### src/rtl/exc_pkg.sv
package exc_pkg;

   typedef enum logic [1:0] {
      CAUSE_ILLEGAL = 2'd0,
      CAUSE_PRIV    = 2'd1,
      CAUSE_BUSFLT  = 2'd2,
      CAUSE_EXPLICIT = 2'd3
   } cause_e;

   typedef enum logic [1:0] {
      LAYOUT_SHORT = 2'd0,
      LAYOUT_PCREC = 2'd1,
      LAYOUT_BUS   = 2'd2
   } layout_e;

   typedef enum logic [2:0] {
      ST_IDLE  = 3'd0,
      ST_SUPP  = 3'd1,
      ST_VREAD = 3'd2,
      ST_PUSH  = 3'd3,
      ST_FIN   = 3'd4
   } seq_state_e;

   localparam int unsigned SR_BIT_T1 = 15;
   localparam int unsigned SR_BIT_T0 = 14;
   localparam int unsigned SR_BIT_S  = 13;

   localparam logic [15:0] TAG_PCREC = 16'h2000;
   localparam logic [15:0] TAG_BUS   = 16'hA000;
   localparam logic [15:0] ASW_RERUN = 16'h0100;
   localparam logic [15:0] ASW_READ  = 16'h0040;

endpackage

### src/rtl/exc_vector_sel.sv
module exc_vector_sel
   import exc_pkg::*;
#(
   parameter int unsigned VEC_W       = 8,
   parameter int unsigned VEC_BUS     = 2,
   parameter int unsigned VEC_ILLEGAL = 4,
   parameter int unsigned VEC_PRIV    = 8,
   parameter int unsigned VEC_LINE_A  = 10,
   parameter int unsigned VEC_LINE_F  = 11
) (
   input  cause_e             cause,
   input  logic [15:0]        opcode,
   input  logic [VEC_W-1:0]   explicit_vec,
   output logic [VEC_W-1:0]   vec,
   output layout_e            layout
);

   localparam logic [VEC_W-1:0] V_BUS  = VEC_W'(VEC_BUS);
   localparam logic [VEC_W-1:0] V_ILL  = VEC_W'(VEC_ILLEGAL);
   localparam logic [VEC_W-1:0] V_PRIV = VEC_W'(VEC_PRIV);
   localparam logic [VEC_W-1:0] V_LA   = VEC_W'(VEC_LINE_A);
   localparam logic [VEC_W-1:0] V_LF   = VEC_W'(VEC_LINE_F);

   if ((VEC_BUS >> VEC_W) != 0 || (VEC_PRIV >> VEC_W) != 0 ||
       (VEC_ILLEGAL >> VEC_W) != 0 || (VEC_LINE_A >> VEC_W) != 0 ||
       (VEC_LINE_F >> VEC_W) != 0) begin : g_bad_vec
      $error("exc_vector_sel: a fixed vector number does not fit VEC_W");
   end

   logic [VEC_W-1:0] ill_vec;

   always_comb begin
      unique case (opcode[15:12])
         4'hA:    ill_vec = V_LA;
         4'hF:    ill_vec = V_LF;
         default: ill_vec = V_ILL;
      endcase
   end

   always_comb begin
      unique case (cause)
         CAUSE_ILLEGAL: begin vec = ill_vec;      layout = LAYOUT_SHORT; end
         CAUSE_PRIV:    begin vec = V_PRIV;       layout = LAYOUT_SHORT; end
         CAUSE_BUSFLT:  begin vec = V_BUS;        layout = LAYOUT_BUS;   end
         default:       begin vec = explicit_vec; layout = LAYOUT_PCREC; end
      endcase
   end

endmodule

### src/rtl/exc_frame_gen.sv
module exc_frame_gen
   import exc_pkg::*;
#(
   parameter int unsigned ADDR_W = 32,
   parameter int unsigned VEC_W  = 8,
   parameter int unsigned FC_W   = 3,
   parameter int unsigned IDX_W  = 4
) (
   input  layout_e            layout,
   input  logic [IDX_W-1:0]   idx,
   input  logic [15:0]        saved_sr,
   input  logic [ADDR_W-1:0]  saved_pc,
   input  logic [ADDR_W-1:0]  next_pc,
   input  logic [ADDR_W-1:0]  fault_addr,
   input  logic               is_write,
   input  logic [FC_W-1:0]    fc,
   input  logic [VEC_W-1:0]   vec,
   output logic               item_wide,
   output logic [31:0]        item_data,
   output logic               item_last
);

   logic [15:0] offset;
   logic [15:0] asw;

   assign offset = 16'({vec, 2'b00});
   assign asw    = ASW_RERUN | (is_write ? 16'h0000 : ASW_READ) | 16'(fc);

   // items are listed in the order they are written (highest address first)
   always_comb begin
      item_wide = 1'b0;
      item_data = '0;
      item_last = 1'b0;
      unique case (layout)
         LAYOUT_SHORT: begin
            unique case (idx)
               IDX_W'(0): item_data = 32'(offset);
               IDX_W'(1): begin item_wide = 1'b1; item_data = 32'(saved_pc); end
               default:   begin item_data = 32'(saved_sr); item_last = 1'b1; end
            endcase
         end
         LAYOUT_PCREC: begin
            unique case (idx)
               IDX_W'(0): begin item_wide = 1'b1; item_data = 32'(saved_pc); end
               IDX_W'(1): item_data = 32'(TAG_PCREC | offset);
               IDX_W'(2): begin item_wide = 1'b1; item_data = 32'(next_pc); end
               default:   begin item_data = 32'(saved_sr); item_last = 1'b1; end
            endcase
         end
         default: begin
            unique case (idx)
               IDX_W'(0), IDX_W'(1), IDX_W'(2), IDX_W'(4): item_wide = 1'b1;
               IDX_W'(3): begin item_wide = 1'b1; item_data = 32'(fault_addr); end
               IDX_W'(5): item_data = 32'(asw);
               IDX_W'(6): item_data = '0;
               IDX_W'(7): item_data = 32'(TAG_BUS | offset);
               IDX_W'(8): begin item_wide = 1'b1; item_data = 32'(saved_pc); end
               default:   begin item_data = 32'(saved_sr); item_last = 1'b1; end
            endcase
         end
      endcase
   end

endmodule

### src/rtl/exc_frame_seq.sv
module exc_frame_seq
   import exc_pkg::*;
#(
   parameter int unsigned ADDR_W      = 32,
   parameter int unsigned VEC_W       = 8,
   parameter int unsigned FC_W        = 3,
   parameter int unsigned VEC_BUS     = 2,
   parameter int unsigned VEC_ILLEGAL = 4,
   parameter int unsigned VEC_PRIV    = 8,
   parameter int unsigned VEC_LINE_A  = 10,
   parameter int unsigned VEC_LINE_F  = 11
) (
   input  logic              clk,
   input  logic              rst_n,
   input  logic              req_valid,
   input  logic [1:0]        req_cause,
   input  logic [15:0]       req_opcode,
   input  logic [VEC_W-1:0]  req_vec,
   input  logic              req_suppress,
   input  logic [15:0]       req_sr,
   input  logic [ADDR_W-1:0] req_pc,
   input  logic [ADDR_W-1:0] req_next_pc,
   input  logic [ADDR_W-1:0] req_fault_addr,
   input  logic              req_is_write,
   input  logic [FC_W-1:0]   req_fc,
   input  logic [ADDR_W-1:0] vbr,
   input  logic [ADDR_W-1:0] sp_in,
   output logic              mem_req,
   output logic              mem_we,
   output logic              mem_wide,
   output logic [ADDR_W-1:0] mem_addr,
   output logic [31:0]       mem_wdata,
   input  logic              mem_ack,
   input  logic [31:0]       mem_rdata,
   output logic              busy,
   output logic              sr_we,
   output logic [15:0]       sr_out,
   output logic              pc_we,
   output logic [ADDR_W-1:0] pc_out,
   output logic              sp_we,
   output logic [ADDR_W-1:0] sp_out,
   output logic              done,
   output logic              abort
);

   localparam int unsigned MAX_ITEMS = 10;
   localparam int unsigned IDX_W     = $clog2(MAX_ITEMS);

   if (ADDR_W < 16 || ADDR_W > 32) begin : g_bad_addr
      $error("exc_frame_seq: ADDR_W must lie in 16..32");
   end
   if (VEC_W < 2 || VEC_W > 10) begin : g_bad_vecw
      $error("exc_frame_seq: VEC_W must lie in 2..10 so the offset fits 12 bits");
   end
   if (FC_W < 1 || FC_W > 6) begin : g_bad_fc
      $error("exc_frame_seq: FC_W must lie in 1..6 so it stays below the read flag");
   end

   seq_state_e        st_q;
   logic [15:0]       sr_cap_q;
   logic [ADDR_W-1:0] pc_cap_q, npc_cap_q, fa_cap_q, vbr_q, sp_q, handler_q;
   logic              wr_cap_q;
   logic [FC_W-1:0]   fc_cap_q;
   logic [VEC_W-1:0]  vec_q;
   layout_e           layout_q;
   logic [IDX_W-1:0]  idx_q;
   logic              sr_we_q;
   logic [15:0]       sr_new_q;

   logic [VEC_W-1:0]  sel_vec;
   layout_e           sel_layout;
   logic              item_wide, item_last;
   logic [31:0]       item_data;
   logic              accept;
   logic [ADDR_W-1:0] push_addr, vec_addr;

   exc_vector_sel #(
      .VEC_W(VEC_W), .VEC_BUS(VEC_BUS), .VEC_ILLEGAL(VEC_ILLEGAL),
      .VEC_PRIV(VEC_PRIV), .VEC_LINE_A(VEC_LINE_A), .VEC_LINE_F(VEC_LINE_F)
   ) u_vsel (
      .cause        (cause_e'(req_cause)),
      .opcode       (req_opcode),
      .explicit_vec (req_vec),
      .vec          (sel_vec),
      .layout       (sel_layout)
   );

   exc_frame_gen #(
      .ADDR_W(ADDR_W), .VEC_W(VEC_W), .FC_W(FC_W), .IDX_W(IDX_W)
   ) u_fgen (
      .layout     (layout_q),
      .idx        (idx_q),
      .saved_sr   (sr_cap_q),
      .saved_pc   (pc_cap_q),
      .next_pc    (npc_cap_q),
      .fault_addr (fa_cap_q),
      .is_write   (wr_cap_q),
      .fc         (fc_cap_q),
      .vec        (vec_q),
      .item_wide  (item_wide),
      .item_data  (item_data),
      .item_last  (item_last)
   );

   assign accept    = req_valid && (st_q == ST_IDLE);
   assign vec_addr  = vbr_q + ADDR_W'({vec_q, 2'b00});
   assign push_addr = sp_q - (item_wide ? ADDR_W'(4) : ADDR_W'(2));

   always_ff @(posedge clk or negedge rst_n) begin
      if (!rst_n) begin
         st_q      <= ST_IDLE;
         sr_cap_q  <= '0;
         pc_cap_q  <= '0;
         npc_cap_q <= '0;
         fa_cap_q  <= '0;
         wr_cap_q  <= 1'b0;
         fc_cap_q  <= '0;
         vec_q     <= '0;
         layout_q  <= LAYOUT_SHORT;
         vbr_q     <= '0;
         sp_q      <= '0;
         handler_q <= '0;
         idx_q     <= '0;
         sr_we_q   <= 1'b0;
         sr_new_q  <= '0;
      end else begin
         sr_we_q <= 1'b0;
         unique case (st_q)
            ST_IDLE: begin
               if (accept) begin
                  sr_cap_q  <= req_sr;
                  pc_cap_q  <= req_pc;
                  npc_cap_q <= req_next_pc;
                  fa_cap_q  <= req_fault_addr;
                  wr_cap_q  <= req_is_write;
                  fc_cap_q  <= req_fc;
                  vec_q     <= sel_vec;
                  layout_q  <= sel_layout;
                  vbr_q     <= vbr;
                  sp_q      <= sp_in;
                  idx_q     <= '0;
                  if (req_suppress) begin
                     st_q <= ST_SUPP;
                  end else begin
                     st_q     <= ST_VREAD;
                     sr_we_q  <= 1'b1;
                     sr_new_q <= {1'b0, 1'b0, 1'b1, req_sr[SR_BIT_S-1:0]};
                  end
               end
            end
            ST_VREAD: begin
               if (mem_ack) begin
                  handler_q <= mem_rdata[ADDR_W-1:0];
                  st_q      <= ST_PUSH;
               end
            end
            ST_PUSH: begin
               if (mem_ack) begin
                  sp_q <= push_addr;
                  if (item_last) st_q <= ST_FIN;
                  else           idx_q <= idx_q + 1'b1;
               end
            end
            default: st_q <= ST_IDLE;
         endcase
      end
   end

   assign busy      = (st_q != ST_IDLE);
   assign mem_req   = (st_q == ST_VREAD) || (st_q == ST_PUSH);
   assign mem_we    = (st_q == ST_PUSH);
   assign mem_wide  = (st_q == ST_PUSH) ? item_wide : 1'b1;
   assign mem_addr  = (st_q == ST_PUSH) ? push_addr : vec_addr;
   assign mem_wdata = (st_q == ST_PUSH) ? item_data : 32'h0;
   assign sr_we     = sr_we_q;
   assign sr_out    = sr_new_q;
   assign pc_we     = (st_q == ST_FIN);
   assign pc_out    = handler_q;
   assign sp_we     = (st_q == ST_FIN);
   assign sp_out    = sp_q;
   assign done      = (st_q == ST_FIN) || (st_q == ST_SUPP);
   assign abort     = done;

   a_r1_req_needs_busy: assert property (@(posedge clk) disable iff (!rst_n)
      mem_req |-> busy);

   a_r5_hold_until_ack: assert property (@(posedge clk) disable iff (!rst_n)
      (mem_req && !mem_ack) |=> (mem_req && $stable(mem_addr) && $stable(mem_wdata)
                                 && $stable(mem_we) && $stable(mem_wide)));

   a_r5_predecrement: assert property (@(posedge clk) disable iff (!rst_n)
      (mem_req && mem_we && mem_ack) |=>
         (!mem_we || (mem_addr == $past(mem_addr) - (mem_wide ? ADDR_W'(4) : ADDR_W'(2)))));

   a_r10_suppress_only_aborts: assert property (@(posedge clk) disable iff (!rst_n)
      (req_valid && !busy && req_suppress) |=> (done && abort && !pc_we && !sp_we
                                                 && !mem_req && !sr_we));

   a_r11_done_single: assert property (@(posedge clk) disable iff (!rst_n)
      done |=> !done);

   a_r11_pc_with_done: assert property (@(posedge clk) disable iff (!rst_n)
      pc_we |-> (done && abort && sp_we && !mem_req));

   a_r12_busy_holds: assert property (@(posedge clk) disable iff (!rst_n)
      (busy && !done) |=> busy);

endmodule

### config.mk
export PLATFORM = sky130hd
export DESIGN_NAME = exc_frame_seq
export DESIGN_NICKNAME = d
export VERILOG_FILES = /design/src/rtl/exc_pkg.sv /design/src/rtl/exc_vector_sel.sv /design/src/rtl/exc_frame_gen.sv /design/src/rtl/exc_frame_seq.sv
export SDC_FILE = /design/constraint.sdc
export NUM_CORES = 1
export LEC_CHECK = 0
export CAP_MARGIN = 5
export CORE_MARGIN = 5
export CORE_UTILIZATION = 37
export CTS_CLUSTER_DIAMETER = 60
export DETAILED_ROUTE_END_ITERATION = 8
export GPL_TIMING_DRIVEN = 0
export PLACE_DENSITY_LB_ADDON = 0.15
export SYNTH_ARGS = -nofsm -noshare
export SYNTH_HDL_FRONTEND = slang
export SYNTH_SLANG_ARGS = --single-unit
### constraint.sdc
create_clock -name clk -period 7.69 [get_ports clk]
set_input_delay 1.538 -clock clk [delete_from_list [all_inputs] [get_ports clk]]
set_output_delay 1.538 -clock clk [all_outputs]
set_load 0.02 [all_outputs]
==> impl_metrics.json <==
{
  "cp_slowest_cell": "clkdlybuf4s50_1",
  "drt_iter0_drc": 1266,
  "yosysSeqAreaShare_pct": 46.3,
  "routed_wl_um": 52100,
  "slew_viol_final": 0,
  "syn_area_um2": 13200,
  "syn_to_final_growth_pct": 42.9,
  "cts_buffer_depth": 3,
  "placement_rows": 69,
  "start_util_pct": 37.3,
  "cts-root-buf": "clkbuf_16",
  "critPathMaxFanout": 10,
  "p_per_area_nw_per_um2": 451,
  "detail_route.wl_per_cell_um": 21.4,
  "hold_buffers": 0,
  "yosysTopAreaCell": "dfrtp_1",
  "path_cells": "inv_1 > ha_1 > and2_1 > clkbuf_1 > clkbuf_2 > nor2_1 > a211oi_1 > a31oi_2 > ha_1 > fa_1 > nor3b_4 > or4b_1 > buf_2 > or3_2 > buf_2 > nor3_1 > xnor2_1 > mux2i_1 > clkdlybuf4s50_1",
  "place_congestion": 0.919,
  "fin_skew_ns": 0.0152,
  "die-area_um2": 39500,
  "rsz0062_at_grt": "no",
  "coreArea_um2": 35400,
  "grt.total_usage_pct": 25.6,
  "path_buf_inv": 6,
  "final_layout_size_suffix_gt1_share_pct": 7.00,
  "synthTopCellsByArea": "dfrtp_1 (46%), nand2_1 (15%), mux2_2 (3.8%), clkbuf_1 (2.9%), a221oi_1 (2.7%)",
  "finalCritPeriodShare_pct": 96.6,
  "min_period_ns": 7.43,
  "cts_buffers": 34,
  "r2r_slack_ns": 2.75,
  "setup.worst_path.start_class": "flip-flop",
  "slowest_delay_ns": 0.63,
  "ys_warn_count": 0,
  "leakage_nw": 8.08,
  "place_inst": 2372,
  "max_slew.worst_pin.slew_ns": 1.14,
  "setup_viol": 0,
  "synthFlopType": "dfrtp_1",
  "synth_top_area_share_pct": 46.3,
  "cp_top_family": "simple AND/OR/NAND/NOR gates",
  "vdd_drop_max_mv": 0.280,
  "syn_avg_cell_area_um2": 8.63,
  "cts_tree": "yes",
  "crit_type": "reg2out",
  "crit_required_ns": 6.15,
  "dr_total_vias": 13300,
  "status": "finished clean",
  "ys_ff_latch": 244,
  "antenna_left": 0,
  "path_clk_slew_ns": 0.05,
  "critPathCaptureType": "output pin",
  "ios": 396,
  "drc": 0,
  "hold_path_class": "reg2reg",
  "syn_inst": 1528,
  "synth.distinct_cells": 66,
  "io_buffers": 380,
  "via_per_inst": 5.44,
  "grt_pass1_wl_um": 78600,
  "cts_max_level": 2,
  "hold_viol": 0,
  "post-dp-hpwl_um": 39900,
  "cap_violations": 0,
  "critPathArrivalTime_ns": 5.89,
  "clock.fmax_mhz": 135,
  "antenna_found_initial": 8,
  "grt_max_degree": 117,
  "fillers": 3360,
  "grt_pass1_vias": 13200,
  "clock-sinks": 244,
  "relSlewSlack_pct": 24.0,
  "final_cells": 2438,
  "grt_overflow_total": 0,
  "hold_ws_ns": 0.476,
  "die_x_um": 199,
  "final_nets": 2207,
  "clk_latency_ns": 0.51,
  "synth_edf_count": 0,
  "async_reset_ff_share_pct": 100,
  "dr.pass1.iters": 5,
  "die_h_um": 199
}
==> metrics by stage <==
step                      total power (W)  setup TNS [ns]  utilization, %  cell area [um2]  setup slack [ns]
after detailed placement          0.00682               0            49.8            17600            0.0238
after floorplan                   0.00484               0               -            13200              1.80
after CTS                         0.00848               0            53.2            18800            0.0700
after global placement            0.00676        -1396.94            49.7            17600             -5.75
after global routing              0.00899               0            53.3            18900           0.00533
final                             0.00850               0            53.3            18900             0.259
==> final timing paths <==
kind                                                end  depth (start not counted)               startpoint
worst max-delay path                       mem_addr[25]                         19     idx_q[0]$_DFFE_PN0P_
worst min-delay path            fa_cap_q[0]$_DFFE_PN0P_                          2  fa_cap_q[0]$_DFFE_PN0P_
worst max register to register   sp_out[31]$_DFFE_PN0P_                         18     idx_q[0]$_DFFE_PN0P_
worst min register to register  fa_cap_q[0]$_DFFE_PN0P_                          2  fa_cap_q[0]$_DFFE_PN0P_
max in group asynchronous         sr_out[6]$_DFFE_PN0P_                          2                    rst_n
min in group asynchronous        pc_out[14]$_DFFE_PN0P_                          1                    rst_n
==> timing repair <==
action                                  CTS  global route
gates resized for setup                   6             3
hold endpoints to repair                  0             0
endpoints found under the setup margin   10             8
setup buffers                             0             2
==> placed cells by master, fill, tap and decap left out, types with 5 or more instances in the layout <==
cell type and count:
o22ai_1 25, nor3_1 30, o21ai_0 48, a22oi_1 31
a221oi_1 40, nor2b_1 5, and3_1 6, nor2_1 63
a21o_1 5, ha_1 14, nor4_1 10, mux2i_1 35
a21oi_1 44, nand3_1 28, a2111oi_0 8, a211oi_1 25
buf_4 6, clkdlybuf4s50_1 378, mux2_2 45, buf_1 6
inv_1 17, clkbuf_1 101, a22o_1 23, xnor2_1 32
xor2_1 21, diode_2 5, clkbuf_16 37, and2_1 7
o211ai_1 5, dfrtp_1 244, nand2_1 522, a221o_1 5
clkbuf_8 5
==> worst reg2reg max path, cell delays in order, from the launching register on <==
cell	delay (ns)
dfrtp_1	0.45
inv_1	0.09
ha_1	0.26
and2_1	0.15
clkbuf_1	0.24
clkbuf_2	0.31
nor2_1	0.16
a211oi_1	0.10
a31oi_2	0.40
ha_1	0.28
fa_1	0.26
nor3b_4	0.30
or4b_1	0.47
buf_2	0.19
or3_2	0.40
buf_2	0.19
nor4_4	0.27
o21a_1	0.18
o221a_2	0.18
==> registers in the layout, summed over array words and instances, names as in the netlist, 2 cells and up <==
signal	count
fa_cap_q	32
fc_cap_q	3
idx_q	4
layout_q	2
npc_cap_q	32
pc_cap_q	32
pc_out	32
sp_out	32
sr_cap_q	16
sr_out	14
st_q	3
vbr_q	32
vec_q	8
==> cell type report <==
type,instances,area [um2],area share (%)
Inverter,18,67.6,0.358
Clock inverter,14,145,0.770
Antenna cell,5,12.5,0.0664
Multi-Input combinational cell,1152,6600,35.0
Tap cell,461,577,3.06
Sequential cell,244,6110,32.4
Clock buffer,46,1010,5.35
Buffer,114,458,2.43
Timing Repair Buffer,384,3880,20.6
==> cell usage after synthesis (all sizes together) (17+ instances only) <==
library cell	n
a211oi	25
a21oi	44
a221oi	40
a22o	23
a22oi	31
clkbuf	101
dfrtp	244
inv	17
mux2	45
mux2i	35
nand2	522
nand3	28
nor2	63
nor3	31
o21ai	49
o22ai	25
xnor2	32
xor2	21
==> per-layer routing <==
| layer | share of wire (%) | wire [um] | vias up | global-route usage (%) |
|---|---|---|---|---|
| li1 | - | - | 6160 | - |
| met1 | 43 | 22500 | 6380 | 35.8 |
| met2 | 46 | 23900 | 624 | 40.4 |
| met3 | 8.5 | 4460 | 88 | 5.44 |
| met4 | 2.4 | 1260 | 8 | 6.84 |
| met5 | 0.11 | 55 | - | 0 |
==> power by group <==
part | switching [W] | leakage (nW) | internal [W]
clock | 0.000613 | 0.559 | 0.000994
sequential | 0.000584 | 3.00 | 0.00189
combinational | 0.00255 | 4.53 | 0.00186
total | 0.00375 | 8.08 | 0.00474
==> cell families (layout without fill, tap and decap cells) <==
kind of cell	after synthesis	after routing	synth area share [%]
buf+inv	133	576	3.98
xor+xnor	53	53	3.52
other cells	1	7	0.0284
simple gates	714	714	22.8
mux	80	80	6.50
compound gates	287	287	15.2
fa+ha+maj	16	16	1.63
flops	244	244	46.3
Note: power is estimated with default switching activity, not from simulation.
